**src/rtl/regacc_pkg.sv**
```systemverilog
package regacc_pkg;
  localparam int ADDR_W  = 6;
  localparam int DATA_W  = 8;
  localparam int SEC_MAX = 8;
  localparam int OFF_W   = $clog2(SEC_MAX);
  localparam logic [6:0] DEV_ID = 7'b1101111;
  localparam logic [ADDR_W-1:0] STATUS_ADDR = ADDR_W'(8'h3F);
  localparam int ARM_BIT    = 1;
  localparam int UNLOCK_BIT = 2;

  typedef enum logic [2:0] {PH_IDLE, PH_DEV, PH_ADDR, PH_WDATA, PH_RDATA} phase_e;

  typedef struct packed {
    logic              hit;
    logic              prot;
    logic [ADDR_W-1:0] base;
    logic [OFF_W-1:0]  mask;
  } sec_t;

  // Section map: where each register group lives and how far a burst may run.
  function automatic sec_t sec_lookup(input logic [DATA_W-1:0] a);
    sec_t s;
    s = '0;
    if (a < 8'h08) begin
      s.hit = 1'b1; s.prot = 1'b1; s.base = ADDR_W'(8'h00); s.mask = '1;
    end else if (a < 8'h10) begin
      s.hit = 1'b1; s.prot = 1'b1; s.base = ADDR_W'(8'h08); s.mask = '1;
    end else if (a == 8'h10) begin
      s.hit = 1'b1; s.prot = 1'b1; s.base = ADDR_W'(8'h10); s.mask = '0;
    end else if (a >= 8'h30 && a < 8'h38) begin
      s.hit = 1'b1; s.prot = 1'b1; s.base = ADDR_W'(8'h30); s.mask = '1;
    end else if (a == 8'h3F) begin
      s.hit = 1'b1; s.prot = 1'b0; s.base = STATUS_ADDR; s.mask = '0;
    end
    return s;
  endfunction
endpackage

```
**src/rtl/regacc_secmap.sv**
```systemverilog
module regacc_secmap
  import regacc_pkg::*;
(
  input  logic [DATA_W-1:0] addr,
  output sec_t              sec,
  output logic [ADDR_W-1:0] next_addr
);
  logic [OFF_W-1:0] off_inc;

  always_comb begin
    sec       = sec_lookup(addr);
    off_inc   = (addr[OFF_W-1:0] + OFF_W'(1)) & sec.mask;
    next_addr = sec.base | ADDR_W'(off_inc);
  end
endmodule

```
**src/rtl/regacc_wbuf.sv**
```systemverilog
module regacc_wbuf
  import regacc_pkg::*;
#(
  parameter  int DEPTH = SEC_MAX,
  localparam int IW    = $clog2(DEPTH)
) (
  input  logic              clk,
  input  logic              rst_n,
  input  logic              clr,
  input  logic              put,
  input  logic [IW-1:0]     put_off,
  input  logic [DATA_W-1:0] put_data,
  input  logic              go,
  input  logic [ADDR_W-1:0] base,
  output logic              draining,
  output logic              any,
  output logic              out_en,
  output logic [ADDR_W-1:0] out_addr,
  output logic [DATA_W-1:0] out_data
);
  logic [DATA_W-1:0] mem_q [DEPTH];
  logic [DEPTH-1:0]  vld_q;
  logic [IW-1:0]     idx_q;
  logic              drain_q;

  always_ff @(posedge clk) begin
    if (!rst_n) begin
      vld_q   <= '0;
      idx_q   <= '0;
      drain_q <= 1'b0;
    end else if (drain_q) begin
      idx_q <= idx_q + IW'(1);
      if (idx_q == IW'(DEPTH-1)) begin
        drain_q <= 1'b0;
        vld_q   <= '0;
        idx_q   <= '0;
      end
    end else if (go) begin
      drain_q <= 1'b1;
    end else if (clr) begin
      vld_q <= '0;
    end else if (put) begin
      vld_q[put_off] <= 1'b1;
    end
  end

  always_ff @(posedge clk) begin
    if (put && !drain_q) mem_q[put_off] <= put_data;
  end

  assign draining = drain_q;
  assign any      = |vld_q;
  assign out_en   = drain_q & vld_q[idx_q];
  assign out_addr = base | ADDR_W'(idx_q);
  assign out_data = mem_q[idx_q];
endmodule

```
**src/rtl/regacc_enlatch.sv**
```systemverilog
module regacc_enlatch (
  input  logic clk,
  input  logic rst_n,
  input  logic upd,
  input  logic req_arm,
  input  logic req_unlock,
  output logic arm,
  output logic unlock
);
  always_ff @(posedge clk) begin
    if (!rst_n) begin
      arm    <= 1'b0;
      unlock <= 1'b0;
    end else if (upd) begin
      if (req_arm && !req_unlock) begin
        arm    <= 1'b1;
        unlock <= 1'b0;
      end else if (req_arm && req_unlock && arm) begin
        arm    <= 1'b1;
        unlock <= 1'b1;
      end else begin
        arm    <= 1'b0;
        unlock <= 1'b0;
      end
    end
  end
endmodule

```
**src/rtl/regspace_access.sv**
```systemverilog
module regspace_access
  import regacc_pkg::*;
(
  input  logic              clk,
  input  logic              rst_n,
  input  logic              ev_start,
  input  logic              ev_stop,
  input  logic              in_valid,
  output logic              in_ready,
  input  logic [DATA_W-1:0] in_data,
  output logic              rsp_valid,
  output logic              rsp_ack,
  output logic              rsp_abort,
  output logic              rd_en,
  output logic [ADDR_W-1:0] rd_addr,
  output logic              wr_en,
  output logic [ADDR_W-1:0] wr_addr,
  output logic [DATA_W-1:0] wr_data,
  output logic              wr_arm,
  output logic              wr_unlock
);
  phase_e            phase_q, phase_d;
  logic [ADDR_W-1:0] ptr_q, ptr_d;
  logic              first_q, first_d;
  logic              rv_d, ack_d, ab_d, rd_d;
  logic              put, clr, go;
  logic              hs, at_status, buf_any, draining;
  sec_t              sec_p;
  logic [ADDR_W-1:0] ptr_next;

  regacc_secmap u_map (
    .addr      ({{(DATA_W-ADDR_W){1'b0}}, ptr_q}),
    .sec       (sec_p),
    .next_addr (ptr_next)
  );

  assign hs        = in_valid & in_ready;
  assign at_status = sec_p.hit & ~sec_p.prot;
  assign in_ready  = ~draining;

  always_comb begin
    phase_d = phase_q;
    ptr_d   = ptr_q;
    first_d = first_q;
    rv_d    = 1'b0;
    ack_d   = 1'b0;
    ab_d    = 1'b0;
    rd_d    = 1'b0;
    put     = 1'b0;
    clr     = 1'b0;
    go      = 1'b0;
    if (ev_start) begin
      phase_d = PH_DEV;
      first_d = 1'b0;
      clr     = 1'b1;
    end else if (ev_stop) begin
      if (phase_q == PH_WDATA && buf_any && (!sec_p.prot || wr_unlock)) go = 1'b1;
      else clr = 1'b1;
      phase_d = PH_IDLE;
    end else if (hs) begin
      rv_d = 1'b1;
      case (phase_q)
        PH_DEV: begin
          if (in_data[DATA_W-1:1] == DEV_ID) begin
            ack_d   = 1'b1;
            phase_d = in_data[0] ? PH_RDATA : PH_ADDR;
          end else begin
            phase_d = PH_IDLE;
          end
        end
        PH_ADDR: begin
          if (sec_lookup(in_data).hit) begin
            ack_d   = 1'b1;
            ptr_d   = in_data[ADDR_W-1:0];
            phase_d = PH_WDATA;
          end else begin
            ab_d    = 1'b1;
            phase_d = PH_IDLE;
          end
        end
        PH_WDATA: begin
          if (at_status && first_q) begin
            ab_d    = 1'b1;
            clr     = 1'b1;
            phase_d = PH_IDLE;
          end else begin
            ack_d   = 1'b1;
            put     = 1'b1;
            ptr_d   = ptr_next;
            first_d = 1'b1;
          end
        end
        PH_RDATA: begin
          if (at_status && first_q) begin
            ab_d    = 1'b1;
            phase_d = PH_IDLE;
          end else begin
            ack_d   = 1'b1;
            rd_d    = 1'b1;
            ptr_d   = ptr_next;
            first_d = 1'b1;
          end
        end
        default: ;
      endcase
    end
  end

  always_ff @(posedge clk) begin
    if (!rst_n) begin
      phase_q   <= PH_IDLE;
      ptr_q     <= '0;
      first_q   <= 1'b0;
      rsp_valid <= 1'b0;
      rsp_ack   <= 1'b0;
      rsp_abort <= 1'b0;
      rd_en     <= 1'b0;
      rd_addr   <= '0;
    end else begin
      phase_q   <= phase_d;
      ptr_q     <= ptr_d;
      first_q   <= first_d;
      rsp_valid <= rv_d;
      rsp_ack   <= ack_d;
      rsp_abort <= ab_d;
      rd_en     <= rd_d;
      if (rd_d) rd_addr <= ptr_q;
    end
  end

  regacc_wbuf #(.DEPTH(SEC_MAX)) u_buf (
    .clk      (clk),
    .rst_n    (rst_n),
    .clr      (clr),
    .put      (put),
    .put_off  (ptr_q[OFF_W-1:0] & sec_p.mask),
    .put_data (in_data),
    .go       (go),
    .base     (sec_p.base),
    .draining (draining),
    .any      (buf_any),
    .out_en   (wr_en),
    .out_addr (wr_addr),
    .out_data (wr_data)
  );

  regacc_enlatch u_en (
    .clk        (clk),
    .rst_n      (rst_n),
    .upd        (wr_en && wr_addr == STATUS_ADDR),
    .req_arm    (wr_data[ARM_BIT]),
    .req_unlock (wr_data[UNLOCK_BIT]),
    .arm        (wr_arm),
    .unlock     (wr_unlock)
  );
endmodule

```
**config.mk**
```make
export PLATFORM = sky130hd
export DESIGN_NAME = regspace_access
export DESIGN_NICKNAME = d
export VERILOG_FILES = /design/src/rtl/regacc_pkg.sv /design/src/rtl/regacc_secmap.sv /design/src/rtl/regacc_wbuf.sv /design/src/rtl/regacc_enlatch.sv /design/src/rtl/regspace_access.sv
export SDC_FILE = /design/constraint.sdc
export NUM_CORES = 1
export LEC_CHECK = 0
export BUFFER_PORTS_ARGS = -buffer_cell sky130_fd_sc_hd__buf_2
export CORE_MARGIN = 8
export CORE_UTILIZATION = 60
export CTS_BUF_LIST = sky130_fd_sc_hd__clkbuf_8
export DETAILED_ROUTE_END_ITERATION = 6
export PLACE_DENSITY = 0.8
export SLEW_MARGIN = 0
export SYNTH_ARGS = -nofsm -noshare
export SYNTH_HDL_FRONTEND = slang
export SYNTH_SLANG_ARGS = --single-unit
```
**constraint.sdc**
```tcl
create_clock -name clk -period 2.9 [get_ports clk]
set_clock_uncertainty 0.2 [all_clocks]
set_input_delay 0.145 -clock clk [delete_from_list [all_inputs] [get_ports clk]]
set_output_delay 0.145 -clock clk [all_outputs]
set_load 0.01 [all_outputs]
```
Word level (Yosys, flattened, before mapping)

Memory sizes are Yosys's and may differ from the RTL's. A register that Yosys moved wholly into a read port is not among the register bits.
Index checks and enable logic that the tools add are counted.

Word-level logic and storage cells: 159
Memories: 1
Bits in registers: 34
Output and inout port bits: 28
RAM bits: 64

$add $sub $neg: 2
Bitwise gates (word level): 15
$lt $le $gt $ge: 11
Reduce and logical (&&, ||, !) cells: 30
Mux-type cells: 69
Eq/ne operators: 17

Memories:

| name        | depth | width | rd ports | clocked after Yosys merged registers in | write ports | line              | source |
|---|---|---|---|---|---|---|---|
| u_buf.mem_q | 8     | 8     | 1        | 1                                       | 1           | regacc_wbuf.sv:21 | `logic [DATA_W-1:0] mem_q [DEPTH];` |

Operator list:

| operator              | count |
|---|---|
| $mux W11              | 14 |
| $mux W8               | 5 |
| $mux W1               | 35 |
| $mux W3               | 6 |
| $eq A6 B6 Y1 const B  | 2 |
| $mux W6               | 2 |
| $or A6 B3 Y6          | 2 |
| $pmux W6 S2           | 1 |
| $logic_and A1 B1 Y1   | 11 |
| $pmux W3 S3           | 1 |
| $reduce_and A3 Y1     | 3 |
| $reduce_bool A3 Y1    | 3 |
| $eq A8 B5 Y1 const B  | 1 |
| $eq A8 B6 Y1 const B  | 1 |
| $ge A8 B6 Y1 const B  | 1 |
| $lt A3 B4 Y1 const B  | 2 |
| $lt A8 B4 Y1 const B  | 1 |
| $lt A8 B5 Y1 const B  | 1 |
| $lt A8 B6 Y1 const B  | 1 |
| $or A8 B8 Y8          | 1 |
| $reduce_or A8 Y1      | 1 |
| $eq A7 B7 Y1 const B  | 1 |
| $not A1 Y1            | 7 |
| $add A3 B1 Y3 const B | 2 |
| 28 further kinds      | 39 |

Longest topological paths before layout

Gate-level depths: netlist of the first run.

Depth after elaboration: 18
Gate-level depth with buffers: 7
Gate-level depth less buffers: 6

Hierarchy

A second synthesis of the first run with hierarchy kept.

Cell total of the unflattened synthesis: 359
Area total of the unflattened synthesis: 4,685.7 sq um

By module, submodules not included:

| module          | instances | sequential area each (sq um) | area each (sq um) | cells each |
|---|---|---|---|---|
| regacc_wbuf     | 1         | 2,222.1                      | 3,196.8           | 180 |
| regspace_access | 1         | 400.4                        | 1,139.8           | 129 |
| regacc_secmap   | 1         | 0.0                          | 267.8             | 42 |
| regacc_enlatch  | 1         | 40.0                         | 81.3              | 8 |

Worst setup path before layout of the first run

No wires, ideal clock.

Path kind: flip-flop to flip-flop
Start: reg u_buf.drain_q, in the netlist u_buf.draining
End: mem u_buf.mem_q[2][0], enable pin
Path slack: 345 ps
Period minus slack after synthesis: 2,555 ps
Data required time: 2,317 ps
Path buffers: 1
Library setup time: 383 ps
Data arrival time: 1,972 ps
Stages on the path, launching flop included: 7
Path through: dfxtp_1 -> buf_2 -> nor2b_1 -> nand2_1 -> nor4_1 -> nand2_1 -> nor3_1

Cells in the longest elaborated chain, start to end: 8
Elaborated cells between the ends (all ways): 9
Those cells by class: 5 x mux; 2 x bitwise; 2 x reduce/logical

Ends and longest elaborated chain:

| element                           | line                  | source |
|---|---|---|
| start: declaration                | regacc_wbuf.sv:24     | `logic drain_q;` |
| start signal: assignment          | regacc_wbuf.sv:30     | `drain_q <= 1'b0;` |
| start signal: assignment          | regacc_wbuf.sv:34     | `drain_q <= 1'b0;` |
| start signal: assignment          | regacc_wbuf.sv:39     | `drain_q <= 1'b1;` |
| $not A1 Y1                        | regspace_access.sv:39 | `assign in_ready = ~draining;` |
| $and A1 B1 Y1                     | regspace_access.sv:37 | `assign hs = in_valid & in_ready;` |
| $mux W1                           | regspace_access.sv:60 | `end else if (hs) begin` |
| $mux W1                           | regspace_access.sv:56 | `end else if (ev_stop) begin` |
| $mux W1                           | regspace_access.sv:52 | `if (ev_start) begin` |
| $logic_and A1 B1 Y1 (*)           | regacc_wbuf.sv:48     | `if (put && !drain_q) mem_q[put_off] <= put_data;` |
| $mux W1 (*)                       | regacc_wbuf.sv:48     |  |
| $mux W1 (not written as such) (*) | regacc_wbuf.sv:48     |  |
| end: declaration                  | regacc_wbuf.sv:21     |  |

Every way passes the cells marked *; elsewhere a longest branch is shown, timed or not.

Worst setup path in the final report of the first run

Start: in in_data[3]
End: reg phase_q[0]

Cells in the longest elaborated chain, start to end: 15
Elaborated cells between the ends (all ways): 23
Those cells by class: 4 x order compare; 3 x eq/ne; 15 x mux; 1 x reduce/logical

Ends and longest elaborated chain:

| element                                         | line                               | source |
|---|---|---|
| start: declaration                              | regspace_access.sv:10              | `input logic [DATA_W-1:0] in_data,` |
| $ge A8 B6 Y1 (tied with other cells)            | regacc_pkg.sv:30                   | `end else if (a >= 8'h30 && a < 8'h38) begin` |
| $logic_and A1 B1 Y1 or $mux W11 (tied branches) | regacc_pkg.sv:30, regacc_pkg.sv:32 |  |
| $mux W11                                        | regacc_pkg.sv:30                   |  |
| $mux W11                                        | regacc_pkg.sv:28                   | `end else if (a == 8'h10) begin` |
| $mux W11                                        | regacc_pkg.sv:26                   | `end else if (a < 8'h10) begin` |
| $mux W11                                        | regacc_pkg.sv:24                   | `if (a < 8'h08) begin` |
| $mux W11                                        | regspace_access.sv:62              | `case (phase_q)` |
| $mux W11                                        | regspace_access.sv:60              |  |
| $mux W11                                        | regspace_access.sv:56              |  |
| $mux W11                                        | regspace_access.sv:52              |  |
| $mux W2                                         | regspace_access.sv:72              | `if (sec_lookup(in_data).hit) begin` |
| $pmux W3 S3 (*)                                 | regspace_access.sv:62              |  |
| $mux W1 (*)                                     | regspace_access.sv:60              |  |
| $mux W1 (*)                                     | regspace_access.sv:56              |  |
| $mux W1 (*)                                     | regspace_access.sv:52              |  |
| end signal: assignment                          | regspace_access.sv:120             | `phase_q <= phase_d;` |
| end: declaration                                | regspace_access.sv:22              | `phase_e phase_q, phase_d;` |

Every way passes the cells marked *; elsewhere a longest branch is shown, timed or not. The select of a mux whose other input is x is not followed.
A chain may end at the register's enable or synchronous reset.

==> results of run 1 <==
==> area by class of cell <==
cell class | instances | area (µm²)
tap | 99 | 123.9
inverter | 7 | 26.28
multi-input combinational | 198 | 1724
clock inverter | 7 | 63.81
clock buffer | 9 | 123.9
timing repair buffer | 65 | 415.4
fill | 517 | 2111
sequential | 101 | 2665
==> worst max-delay path, cell delays in order <==
cell and delay (ns):
dlygate4sd3_1 0.53, buf_2 0.19, o41a_1 0.49, a2111oi_4 0.34, buf_4 0.19, or4b_1 0.44
o211ai_1 0.11, dlygate4sd3_1 0.57
==> through the flow <==
stage	utilization [%]	hold WS (ns)	setup TNS (ns)
2_1_floorplan	-	0.04387	0
5_1_grt	70.90	0.05896	-0.06591
3_3_place_gp	66.48	0.2635	0
6_report	70.90	0.02856	0
4_1_cts	70.59	0.01566	0
3_5_place_dp	66.48	0.2692	0
==> worst max path at each step <==
stage,cells past startpoint,to,start
after global routing,8,phase_q[0]$_SDFFE_PN0P_,in_data[3]
after floorplan,6,u_buf.mem_q[2][0]$_DFFE_PP_,u_buf.draining$_SDFF_PN0_
final,8,phase_q[0]$_SDFFE_PN0P_,in_data[3]
after CTS,7,phase_q[0]$_SDFFE_PN0P_,ptr_q[0]$_SDFFE_PN0P_
after detailed placement,6,ptr_q[5]$_SDFFE_PN0P_,ptr_q[0]$_SDFFE_PN0P_
after global placement,6,ptr_q[5]$_SDFFE_PN0P_,ptr_q[0]$_SDFFE_PN0P_
==> cells in the mapped netlist, drive strengths merged (2+ instances only) <==
cell	count	area, µm²
edfxtp	64	1922
dfxtp	37	740.7
nor2	30	112.6
nand2	23	86.33
mux4	18	405.4
mux2i	16	160.2
buf	12	76.32
mux2	10	112.6
nand2b	10	62.56
o211ai	9	67.56
a32o	8	81.33
clkbuf	8	30.03
a21oi	7	38.79
inv	6	22.52
nor3	6	30.03
nor4	5	31.28
a211oi	4	35.03
nand3	4	20.02
nor2b	4	25.02
o21ai	4	23.77
ha	3	37.54
nand4	3	18.77
a2111oi	2	23.77
and4	2	17.52
nor3b	2	15.01
nor4b	2	23.77
o21a	2	15.01
xnor2	2	17.52
==> metal layers <==
metal	up-vias	global-route usage, %	share of wire (%)
li1	1378	-	-
met1	1478	24.87	43
met2	115	32.27	50
met3	13	4.591	6.1
met4	0	7.336	1.3
met5	-	0	0
==> power breakdown <==
| group | internal (W) | switching [W] | total, W | leakage (nW) |
|---|---|---|---|---|
| registers | 0.00153 | 0.00000547 | 0.00153 | 0.874 |
| logic | 0.0000352 | 0.0000562 | 0.0000914 | 0.869 |
| clock network | 0.000332 | 0.000522 | 0.000854 | 0.0903 |
| total | 0.00189 | 0.000584 | 0.00248 | 1.83 |
==> what timing repair did <==
item / CTS / global route
hold endpoints to repair: 70 / 0
gates resized for setup: 0 / 3
endpoints found under the setup margin: 0 / 1
hold buffers: 11 / 0
buffers inserted: 0 / 1
==> cells in the final DEF (no fill, tap or decap), types with 2 or more instances in the layout <==
cell type and n:
edfxtp_1 64, buf_2 40, dfxtp_1 35, nor2_1 30, nand2_1 23, mux4_2 18
mux2i_1 16, buf_4 14, dlygate4sd3_1 11, mux2_2 10, nand2b_1 10, o211ai_1 9
clkbuf_8 9, a32o_1 7, nor3_1 6, inv_1 6, a21oi_1 6, nor2b_1 4
nor4_1 4, nand3_1 4, nand4_1 3, a211oi_1 3, o21ai_0 3, ha_1 3
and4_1 2, o21a_1 2, nor3b_1 2, xnor2_1 2, inv_8 2, inv_6 2
clkinvlp_4 2, dfxtp_2 2
==> cell families after synthesis <==
kind of cell | count (synthesis)
simple gates | 100
mux | 44
buf+inv | 27
xor+xnor | 2
flops | 101
compound gates | 49
fa+ha+maj | 3
==> state kept, by name, indices dropped and copies added (netlist names), 3 cells and up, named ones only <==
name / count
u_buf.idx_q: 3
u_buf.vld_q: 8
rd_addr: 6
u_buf.mem_q: 64
phase_q: 3
ptr_q: 6
==> key figures, run 1 <==
Detailed routing
  • WL/cell: approximately 20 µm
  • Vias: 2,984
  • Pre-antenna DRT Iters: 4
  • Remaining DRCs: 0
  • Initial DRC count: 180
  • Via density: between 6 and 7
  • Antenna viol nets, final: 0
  • Overall routed net length: 9665 µm

Synthesis
  • Cell Area, Synth: 4501 µm²
  • Cell variety after synth: 59
  • Post-synthesis async set-or-reset flop share: 0%
  • Gate Count Post-Synth: 326
  • Post-Synth Simple-Gate Area: between 10% and 20%
  • Mapped Avg Cell Area: 13.81 µm²
  • FF+latch count, synth: approximately 100
  • Largest family of logic cells by synthesized area: multiplexers
  • Compound-Gate Fraction of Synth Area: 9.897%
  • Post-synth net total: approximately 340
  • EDFF count, synth: 64
  • Share of synthesized area spent on multiplexers: 15.07%
  • Ys Warns: 0
  • Post-Synth Adder-Cell Area: 0.8340%
  • Prevailing post-synth register cell: edfxtp_1
  • XOR/XNOR share of the synthesized area: 0.3892%
  • Seq/Total Area, Yosys: 59.16%

Global route
  • Initial antenna violation count: 0
  • Pin count of the biggest net entering global routing: 20
  • GRT Overall Usage: 19.70%
  • Vias in the first global route: ~3.0k
  • First-pass GRT wire length: 15,480 µm
  • Grt ovf: 0

Worst setup path
  • Critical path class: in -> reg
  • FF-to-FF End: phase_q[0]$_SDFFE_PN0P_
  • CP arrival: 3.00 ns
  • R2r worst-path depth: 6
  • Critical Path Source Type: primary input
  • Max FO, Critical Path: 12
  • Flop-to-flop setup slack: 0.12 ns
  • Req. time, crit path: 3.01 ns
  • R2R Path Start: phase_q[0]$_SDFFE_PN0P_
  • Setup crit end kind: flip-flop

Min path
  • Worst hold endpoint: ptr_q[0]$_SDFFE_PN0P_
  • Hold Crit Start: in_data[0]
  • Worst Hold Class: in -> reg
  • WHS Path Cells: 3

Die
  • I/O pin count: 41
  • Initial Utilization: 62.05%
  • Die Y: 102.6 µm
  • Cell row count: 31
  • Die area: around 11,000 µm²
  • Die Wd: 102.6 µm
  • Core area: 7253 µm²

Timing
  • Endpoints failing hold: 0
  • Achievable Freq: 0.3463 GHz
  • PnR worst setup slack: 0.01224 ns
  • Final Max Tran Viols: 0
  • Worst slew pin tran: 0.9973 ns
  • Rel. slew slack: 32.96%
  • Final worst path period need: 2.888 ns
  • Final worst-path cycle share: between 90% and 100%
  • Setup violators final: 0

Cells and area
  • Share of layout cells above drive strength 1: 29.20%
  • Synth-to-Final Area Change: 14.26%
  • Antenna diode count: 0
  • Final net count: 398
  • Fin cells: 486
  • Design area: 5142 µm²

Clock tree
  • CTS sink cnt: 101
  • Clk slew on worst S/H paths: 0.10 ns
  • CTS tree: yes
  • Cts bufs inserted: 9
  • Clock Latency Late Sink: between 0.3 and 0.4 ns
  • H-tree level count: 3
  • CTS root buf: clkbuf_8
  • Clock buffer depth: 2

Job
  • Maxcap violations: 0

Place
  • DP Area: around 4800 µm²
  • Placed cell count: roughly 460
  • Pre-CTS setup slack: 0.4038 ns
  • Placer congestion estimate: 0.8644
  • Port bufs: 40
  • DP Wirelength: 6590 µm

Pwr
  • Final Power: 0.002476 W
  • P_leak: 1.833 nW
  • PwrDens: 481.5 nW/µm²
  • Worst vdd ir: 0.0002780 V

Status
  • Run status: finished, final reports clean
Power figures use the tool's default switching activity.
==> run 2: changes to the inputs <==
==> constraint.sdc (replaced) <==
create_clock -name clk -period 3.35 [get_ports clk]
set_clock_uncertainty 0.2 [all_clocks]
set_input_delay 0.1675 -clock clk [delete_from_list [all_inputs] [get_ports clk]]
set_output_delay 0.1675 -clock clk [all_outputs]
set_load 0.01 [all_outputs]
==> run 2 against run 1 <==
  * Count of clock-buffer cells in the layout did not move
  * Sequential power down 14%
  * Critical path depth is 1 lower
  * Global-route usage up 0.23 points
  * Final area decreased by 1.9%
  * Worst hold slack lost 0.017 ns
  * Routed wire length grew 1.0%
  * Sequential cell count stayed put
  * Via count fell by 2.4%
  * Register-to-register slack gained 0.37 ns
  * Cell count fell by 2.1%
  * Setup slack better by 0.29 ns
==> key figures, run 2 (synthesis gave the netlist of run 1 again) <==
Timing
  • Rel. slew slack: 50.39% (was 32.96%)
  • Final TNS setup: 0 ns (unchanged)
  • Final Max Tran Viols: 0 (unchanged)
  • PnR worst setup slack: 0.3001 ns (was 0.01224 ns)
  • Achievable Freq: between 0.3 and 0.4 GHz
  • Worst slew pin tran: 0.7415 ns (was 0.9973 ns)
  • Final worst-path cycle share: 91.04%
  • Final worst path period need: 3.050 ns
  • RSZ-0062 raised after global routing: no
  • Endpoints failing hold: 0 (unchanged)
  • Setup violators final: 0 (unchanged)

Clock tree
  • H-tree level count: 3 (unchanged)
  • CTS root buf: clkbuf_8 (unchanged)
  • Clock buffer depth: 2 (unchanged)
  • Cts hold-fix bufs: 10 (was 11)
  • CTS sink cnt: 101 (unchanged)
  • Cts bufs inserted: 9 (unchanged)
  • Clk slew on worst S/H paths: 0.09 ns (was 0.10 ns)
  • Post-CTS Setup Inserts: 0 (unchanged)
  • Post-cts sizing count: 0 (unchanged)
  • CTS tree: yes (unchanged)
  • Clock Latency Late Sink: 0.38 ns (was 0.37 ns)

Worst setup path
  • Max FO, Critical Path: 13 (was 12)
  • Critical Path Source Type: primary input (unchanged)
  • Critical path class: in -> reg (unchanged)
  • R2r worst-path depth: 7 (was 6)
  • CP arrival: 3.17 ns (was 3.00 ns)
  • Req. time, crit path: 3.47 ns (was 3.01 ns)
  • R2R Path Start: ptr_q[0]$_SDFFE_PN0P_ (was phase_q[0]$_SDFFE_PN0P_)
  • Flop-to-flop setup slack: 0.49 ns (was 0.12 ns)
  • Setup crit end kind: flip-flop (unchanged)
  • FF-to-FF End: phase_q[0]$_SDFFE_PN0P_ (unchanged)

Job
  • Maxcap violations: 0 (unchanged)

Cells and area
  • Share of layout cells above drive strength 1: 26.79% (was 29.20%)
  • Largest registers: u_buf.mem_q (64), u_buf.vld_q (8) (unchanged)
  • Synth-to-Final Area Change: 12.09% (was 14.26%)
  • Commonest cells after routing, fill and taps aside: 64 x edfxtp_1, 40 x buf_2, 37 x dfxtp_1, 30 x nor2_1, 23 x nand2_1 (was 64 x edfxtp_1, 40 x buf_2, 35 x dfxtp_1, 30 x nor2_1, 23 x nand2_1)
  • Final net count: 388 (was 398)
  • Largest register by flop count: u_buf.mem_q (unchanged)
  • Commonest non-fill, non-tap cell in the layout: edfxtp_1 (unchanged)
  • Antenna diode count: 0 (unchanged)
  • Fillers: 510 (was 517)
  • Max FFs per register: 64 (unchanged)

Place
  • Pre-CTS setup slack: 0.5854 ns (was 0.4038 ns)
  • Port bufs: 40 (unchanged)
  • DP Wirelength: 7052 µm (was 6590 µm)
  • Placer congestion estimate: 0.8908 (was 0.8644)

Die
  • Die Wd: 102.6 µm (unchanged)
  • Die area: 10,530 µm² (unchanged)
  • I/O pin count: 41 (unchanged)
  • Die Y: 102.6 µm (unchanged)
  • Initial Utilization: 62.05% (unchanged)
  • Core area: 7253 µm² (unchanged)
  • Cell row count: 31 (unchanged)

Pwr
  • Worst vdd ir: 0.0002342 V (was 0.0002780 V)
  • P_leak: 1.776 nW (was 1.833 nW)
  • PwrDens: 422.0 nW/µm² (was 481.5 nW/µm²)

Detailed routing
  • Vias: 2,911 (was 2,984)
  • WL/cell: 20.52 µm (was 19.89 µm)
  • Via density: 6.116 (was 6.140)
  • Antenna viol nets, final: 0 (unchanged)
  • Initial DRC count: 152 (was 180)
  • Remaining DRCs: 0 (unchanged)
  • Overall routed net length: 9766 µm (was 9665 µm)
  • Pre-antenna DRT Iters: 5 (was 4)

Global route
  • Grt ovf: 0 (unchanged)
  • First-pass GRT wire length: 15,680 µm (was 15,480 µm)
  • Vias in the first global route: 2,918 (was 2,958)
  • Initial antenna violation count: 0 (unchanged)
  • GRT Overall Usage: 19.93% (was 19.70%)
  • Pin count of the biggest net entering global routing: 20 (unchanged)

Min path
  • Worst Hold Class: in -> reg (unchanged)
  • WHS Path Cells: 3 (unchanged)
  • Hold Crit Start: rst_n (was in_data[0])
  • Worst hold endpoint: ptr_q[5]$_SDFFE_PN0P_ (was ptr_q[0]$_SDFFE_PN0P_)

Status
  • Run status: finished, final reports clean (unchanged)
run 2: changes by cell type in the layout (fill, tap and decap cells not counted):
| cell | previous run | this run |
|---|---|---|
| inv_6 | 2 | 0 |
| dfxtp_1 | 35 | 37 |
| clkinv_4 | 1 | 2 |
| buf_4 | 14 | 5 |
| dlygate4sd3_1 | 11 | 10 |
| dfxtp_2 | 2 | 0 |
| clkinv_1 | 1 | 2 |
| a2111oi_2 | 0 | 1 |
| a2111oi_4 | 1 | 0 |
run 2: worst max-delay path: stages:
cell	delay, ns
dlygate4sd3_1	0.53
buf_2	0.21
o41a_1	0.49
a2111oi_2	0.60
or4b_1	0.50
o211ai_1	0.11
dlygate4sd3_1	0.56
run 2: power breakdown:
group          switching, W  total [W]  internal [W]  leakage [nW]
Sequential       0.00000427    0.00132       0.00132         0.873
Combinational     0.0000490  0.0000777     0.0000287         0.816
Clock              0.000446   0.000726      0.000280        0.0869
run 2: layout make-up:
cell class              count  area (µm²)  area share, %
well taps                  99       123.9          2.455
clock buffers               9       123.9          2.455
repair buffers             55       337.8          6.696
multi-input cells         198        1712          33.93
inverters                   7       26.28         0.5208
clock inverters             7       58.81          1.166
flip-flops and latches    101        2663          52.78
run 2: how the worst max path moves through the flow:
stage                                          from  cells past startpoint  slack, ns                          end
final                                    in_data[0]                      7       0.30      phase_q[0]$_SDFFE_PN0P_
after global routing                     in_data[0]                      7       0.16      phase_q[0]$_SDFFE_PN0P_
after CTS                                in_data[0]                      7       0.31      phase_q[0]$_SDFFE_PN0P_
after detailed placement  u_buf.draining$_SDFF_PN0_                      5       0.59  u_buf.mem_q[6][2]$_DFFE_PP_
after global placement        ptr_q[0]$_SDFFE_PN0P_                      6       0.76  u_buf.mem_q[4][6]$_DFFE_PP_
after floorplan           u_buf.draining$_SDFF_PN0_                      6       0.79  u_buf.mem_q[2][0]$_DFFE_PP_
run 2: metrics by stage:
stage | utilization, % | total power, W | hold WS (ns) | area (µm²) | cells
finish | 69.55 | 0.002129 | 0.01196 | 5045 | 476
detailed placement | 65.65 | 0.001421 | 0.2837 | 4762 | 450
CTS | 69.55 | 0.002130 | 0.01674 | 5045 | 476
global route | 69.55 | 0.002186 | 0.02740 | 5045 | 476
global placement | 65.65 | 0.001419 | 0.2686 | 4762 | 450
floorplan | - | 0.001390 | 0.06637 | 4501 | 326
run 2: routing by layer:
metal  global-route usage, %  routed length, µm  vias to the layer above  part of all wire (%)
met5                       0                  0                        -                     0
met4                   7.449                152                        0                   1.6
met3                   3.309                609                       13                   6.2
met2                   33.57               4866                      113                    50
met1                   25.20               4138                     1435                    42
li1                        -                  -                     1350                     -
==> run 3: changes to the inputs <==
--- a/config.mk
+++ b/config.mk
@@ -6,11 +6,13 @@
 export NUM_CORES = 1
 export LEC_CHECK = 0
 export BUFFER_PORTS_ARGS = -buffer_cell sky130_fd_sc_hd__buf_2
+export CELL_PAD_IN_SITES_DETAIL_PLACEMENT = 1
+export CELL_PAD_IN_SITES_GLOBAL_PLACEMENT = 2
 export CORE_MARGIN = 8
-export CORE_UTILIZATION = 60
+export CORE_UTILIZATION = 47
 export CTS_BUF_LIST = sky130_fd_sc_hd__clkbuf_8
 export DETAILED_ROUTE_END_ITERATION = 6
-export PLACE_DENSITY = 0.8
+export PLACE_DENSITY_LB_ADDON = 0.1
 export SLEW_MARGIN = 0
 export SYNTH_ARGS = -nofsm -noshare
 export SYNTH_HDL_FRONTEND = slang
==> run 3 against run 2 <==
  * Non-clock buffer count up 2
  * Setup slack improved by 0.020 ns
  * Total power grew 3.0%
  * Sequential power is essentially flat
  * Critical path type unchanged
  * Largest cell class unchanged
  * Cell count grew 6.7%
  * First-iteration DRC count is 0.66% higher
  * Count of clock-buffer cells in the layout up 1
  * Clock power is 8.4% higher
  * Sequential cell count unchanged
==> key figures, run 3 (synthesis gave the netlist of run 1 again) <==
Die
  • I/O pin count: 41 (unchanged)
  • Cell row count: 35 (was 31)
  • Die Wd: 113.9 µm (was 102.6 µm)
  • Initial Utilization: 48.48% (was 62.05%)
  • Die area: 12,960 µm² (was 10,530 µm²)
  • Die Y: 113.9 µm (was 102.6 µm)
  • Core area: 9284 µm² (was 7253 µm²)

Clock tree
  • H-tree level count: 3 (unchanged)
  • CTS root buf: clkbuf_8 (unchanged)
  • Clock Latency Late Sink: 0.36 ns (was 0.38 ns)
  • Cts bufs inserted: 9 (unchanged)
  • Post-cts sizing count: 0 (unchanged)
  • Clk slew on worst S/H paths: 0.09 ns (about the same)
  • CTS sink cnt: 101 (unchanged)
  • Post-CTS Setup Inserts: 0 (unchanged)
  • Clock buffer depth: 2 (unchanged)
  • CTS tree: yes (unchanged)

Place
  • Placer congestion estimate: 0.8441 (was 0.8908)
  • Pre-CTS setup slack: 0.4831 ns (was 0.5854 ns)
  • Port bufs: 40 (unchanged)
  • DP Wirelength: 8000 µm (was 7052 µm)

Detailed routing
  • Overall routed net length: 10,950 µm (was 9766 µm)
  • Vias: 2,886 (was 2,911)
  • Pre-antenna DRT Iters: 4 (was 5)
  • Via density: 5.681 (was 6.116)
  • WL/cell: 21.55 µm (was 20.52 µm)
  • Initial DRC count: 153 (was 152)
  • Antenna viol nets, final: 0 (unchanged)
  • Remaining DRCs: 0 (unchanged)

Timing
  • Rel. slew slack: 51.63% (was 50.39%)
  • Final worst-path cycle share: 90.45% (was 91.04%)
  • Worst slew pin tran: 0.7229 ns (was 0.7415 ns)
  • PnR worst setup slack: 0.3199 ns (was 0.3001 ns)
  • Endpoints failing hold: 0 (unchanged)
  • Final TNS setup: 0 ns (unchanged)
  • Achievable Freq: 0.3300 GHz (was 0.3279 GHz)
  • Final Max Tran Viols: 0 (unchanged)
  • Final worst path period need: 3.030 ns (was 3.050 ns)
  • Setup violators final: 0 (unchanged)
  • RSZ-0062 raised after global routing: no (unchanged)

Min path
  • WHS Path Cells: 3 (unchanged)
  • Worst Hold Class: in -> reg (unchanged)

Cells and area
  • Largest register by flop count: u_buf.mem_q (unchanged)
  • Sequential Area: 2663 µm² (unchanged)
  • Final net count: 390 (was 388)
  • Max FFs per register: 64 (unchanged)
  • Synth-to-Final Area Change: 13.82% (was 12.09%)
  • Fillers: 957 (was 510)
  • Commonest non-fill, non-tap cell in the layout: edfxtp_1 (unchanged)
  • Antenna diode count: 0 (unchanged)
  • Largest registers: u_buf.mem_q (64), u_buf.vld_q (8) (unchanged)
  • Share of layout cells above drive strength 1: 27.18% (was 26.79%)
  • Commonest cells after routing, fill and taps aside: 64 x edfxtp_1, 40 x buf_2, 37 x dfxtp_1, 30 x nor2_1, 23 x nand2_1 (unchanged)
  • Area of the multi-input gates: 1712 µm² (unchanged)

Worst setup path
  • CP arrival: 3.14 ns (was 3.17 ns)
  • Critical path class: in -> reg (unchanged)
  • Slowest Stage Delay on Critical Path: 0.57 ns (was 0.60 ns)
  • Max FO, Critical Path: 13 (unchanged)
  • Critical Path Source Type: primary input (unchanged)
  • Slowest-stage cell, CP: a2111oi_2 (unchanged)
  • R2r worst-path depth: 7 (unchanged)
  • CP dominant cell by count: dlygate4sd3_1 (unchanged)
  • Setup crit end kind: flip-flop (unchanged)
  • Req. time, crit path: 3.46 ns (was 3.47 ns)
  • CP Cell Sequence: dlygate4sd3_1 -> buf_2 -> o41a_1 -> a2111oi_2 -> or4b_1 -> o211ai_1 -> dlygate4sd3_1 (unchanged)

Global route
  • Grt ovf: 0 (unchanged)
  • Vias in the first global route: 3,073 (was 2,918)
  • GRT Overall Usage: 17.76% (was 19.93%)
  • Initial antenna violation count: 0 (unchanged)
  • Pin count of the biggest net entering global routing: 20 (unchanged)
  • First-pass GRT wire length: 17,400 µm (was 15,680 µm)

Pwr
  • Worst vdd ir: 0.0001817 V (was 0.0002342 V)
  • PwrDens: 427.9 nW/µm² (was 422.0 nW/µm²)
  • P_leak: 1.805 nW (was 1.776 nW)

Status
  • Run status: finished, final reports clean (unchanged)

Job
  • Maxcap violations: 0 (unchanged)
[run 3: cell count changes in the layout (fill, tap and decap cells not counted)]
cell,delta
clkinv_4,-1
buf_4,+2
inv_8,-1
inv_6,+1
clkinv_1,-1
inv_1,+1
clkbuf_8,+1
bufinv_16,+1
clkinvlp_4,-1
[run 3: cell type report]
cell class	count	area share, %
Inverter	7	0.5129
Timing Repair Buffer	57	6.888
Sequential cell	101	51.98
Clock inverter	6	1.368
Tap cell	129	3.151
Multi-Input combinational cell	198	33.41
Clock buffer	10	2.687
[run 3: routing by layer]
layer	track usage, %	wire length, µm
met2	30.26	5454
met3	3.539	375
met5	0	0
met4	5.501	136
met1	22.19	4979
[run 3: worst paths after layout]
| kind | endpoint | slack, ns | from |
|---|---|---|---|
| min reg2reg | rd_addr[3]$_SDFFE_PN0P_ | 0.30 | rd_addr[3]$_SDFFE_PN0P_ |
| min | ptr_q[3]$_SDFFE_PN0P_ | 0.04 | rst_n |
| max reg2reg | phase_q[0]$_SDFFE_PN0P_ | 0.49 | ptr_q[0]$_SDFFE_PN0P_ |
| max | phase_q[0]$_SDFFE_PN0P_ | 0.32 | in_data[0] |
[run 3: worst max-delay path, delay by kind of cell]
kind / cells / cell delay (ns)
buffers and inverters: 3 / 1.32
AO/OA/AOI/OAI: 3 / 1.16
AND/OR/NAND/NOR: 1 / 0.49
[run 3: what timing repair did]
item / 4_1_cts / 5_1_grt
hold endpoints to repair: 55 / 1
hold buffers: 9 / 1
setup endpoints to repair: 0 / 0
[run 3: per-stage QoR]
step                hold WS, ns  total power [W]  cells  area [µm²]  util [%]
floorplan               0.06637         0.001390    326        4501         -
global placement         0.2717         0.001422    482        4815     51.86
detailed placement       0.2801         0.001425    482        4815     51.86
CTS                   0.0005266         0.002216    507        5112     55.07
global route            0.05432         0.002266    508        5122     55.18
finish                  0.03514         0.002192    508        5122     55.18
[run 3: power by group]
part,leakage (nW),internal [W],switching [W]
clock network,0.106,0.000372,0.000414
logic,0.825,0.0000287,0.0000517
registers,0.873,0.00132,0.00000435
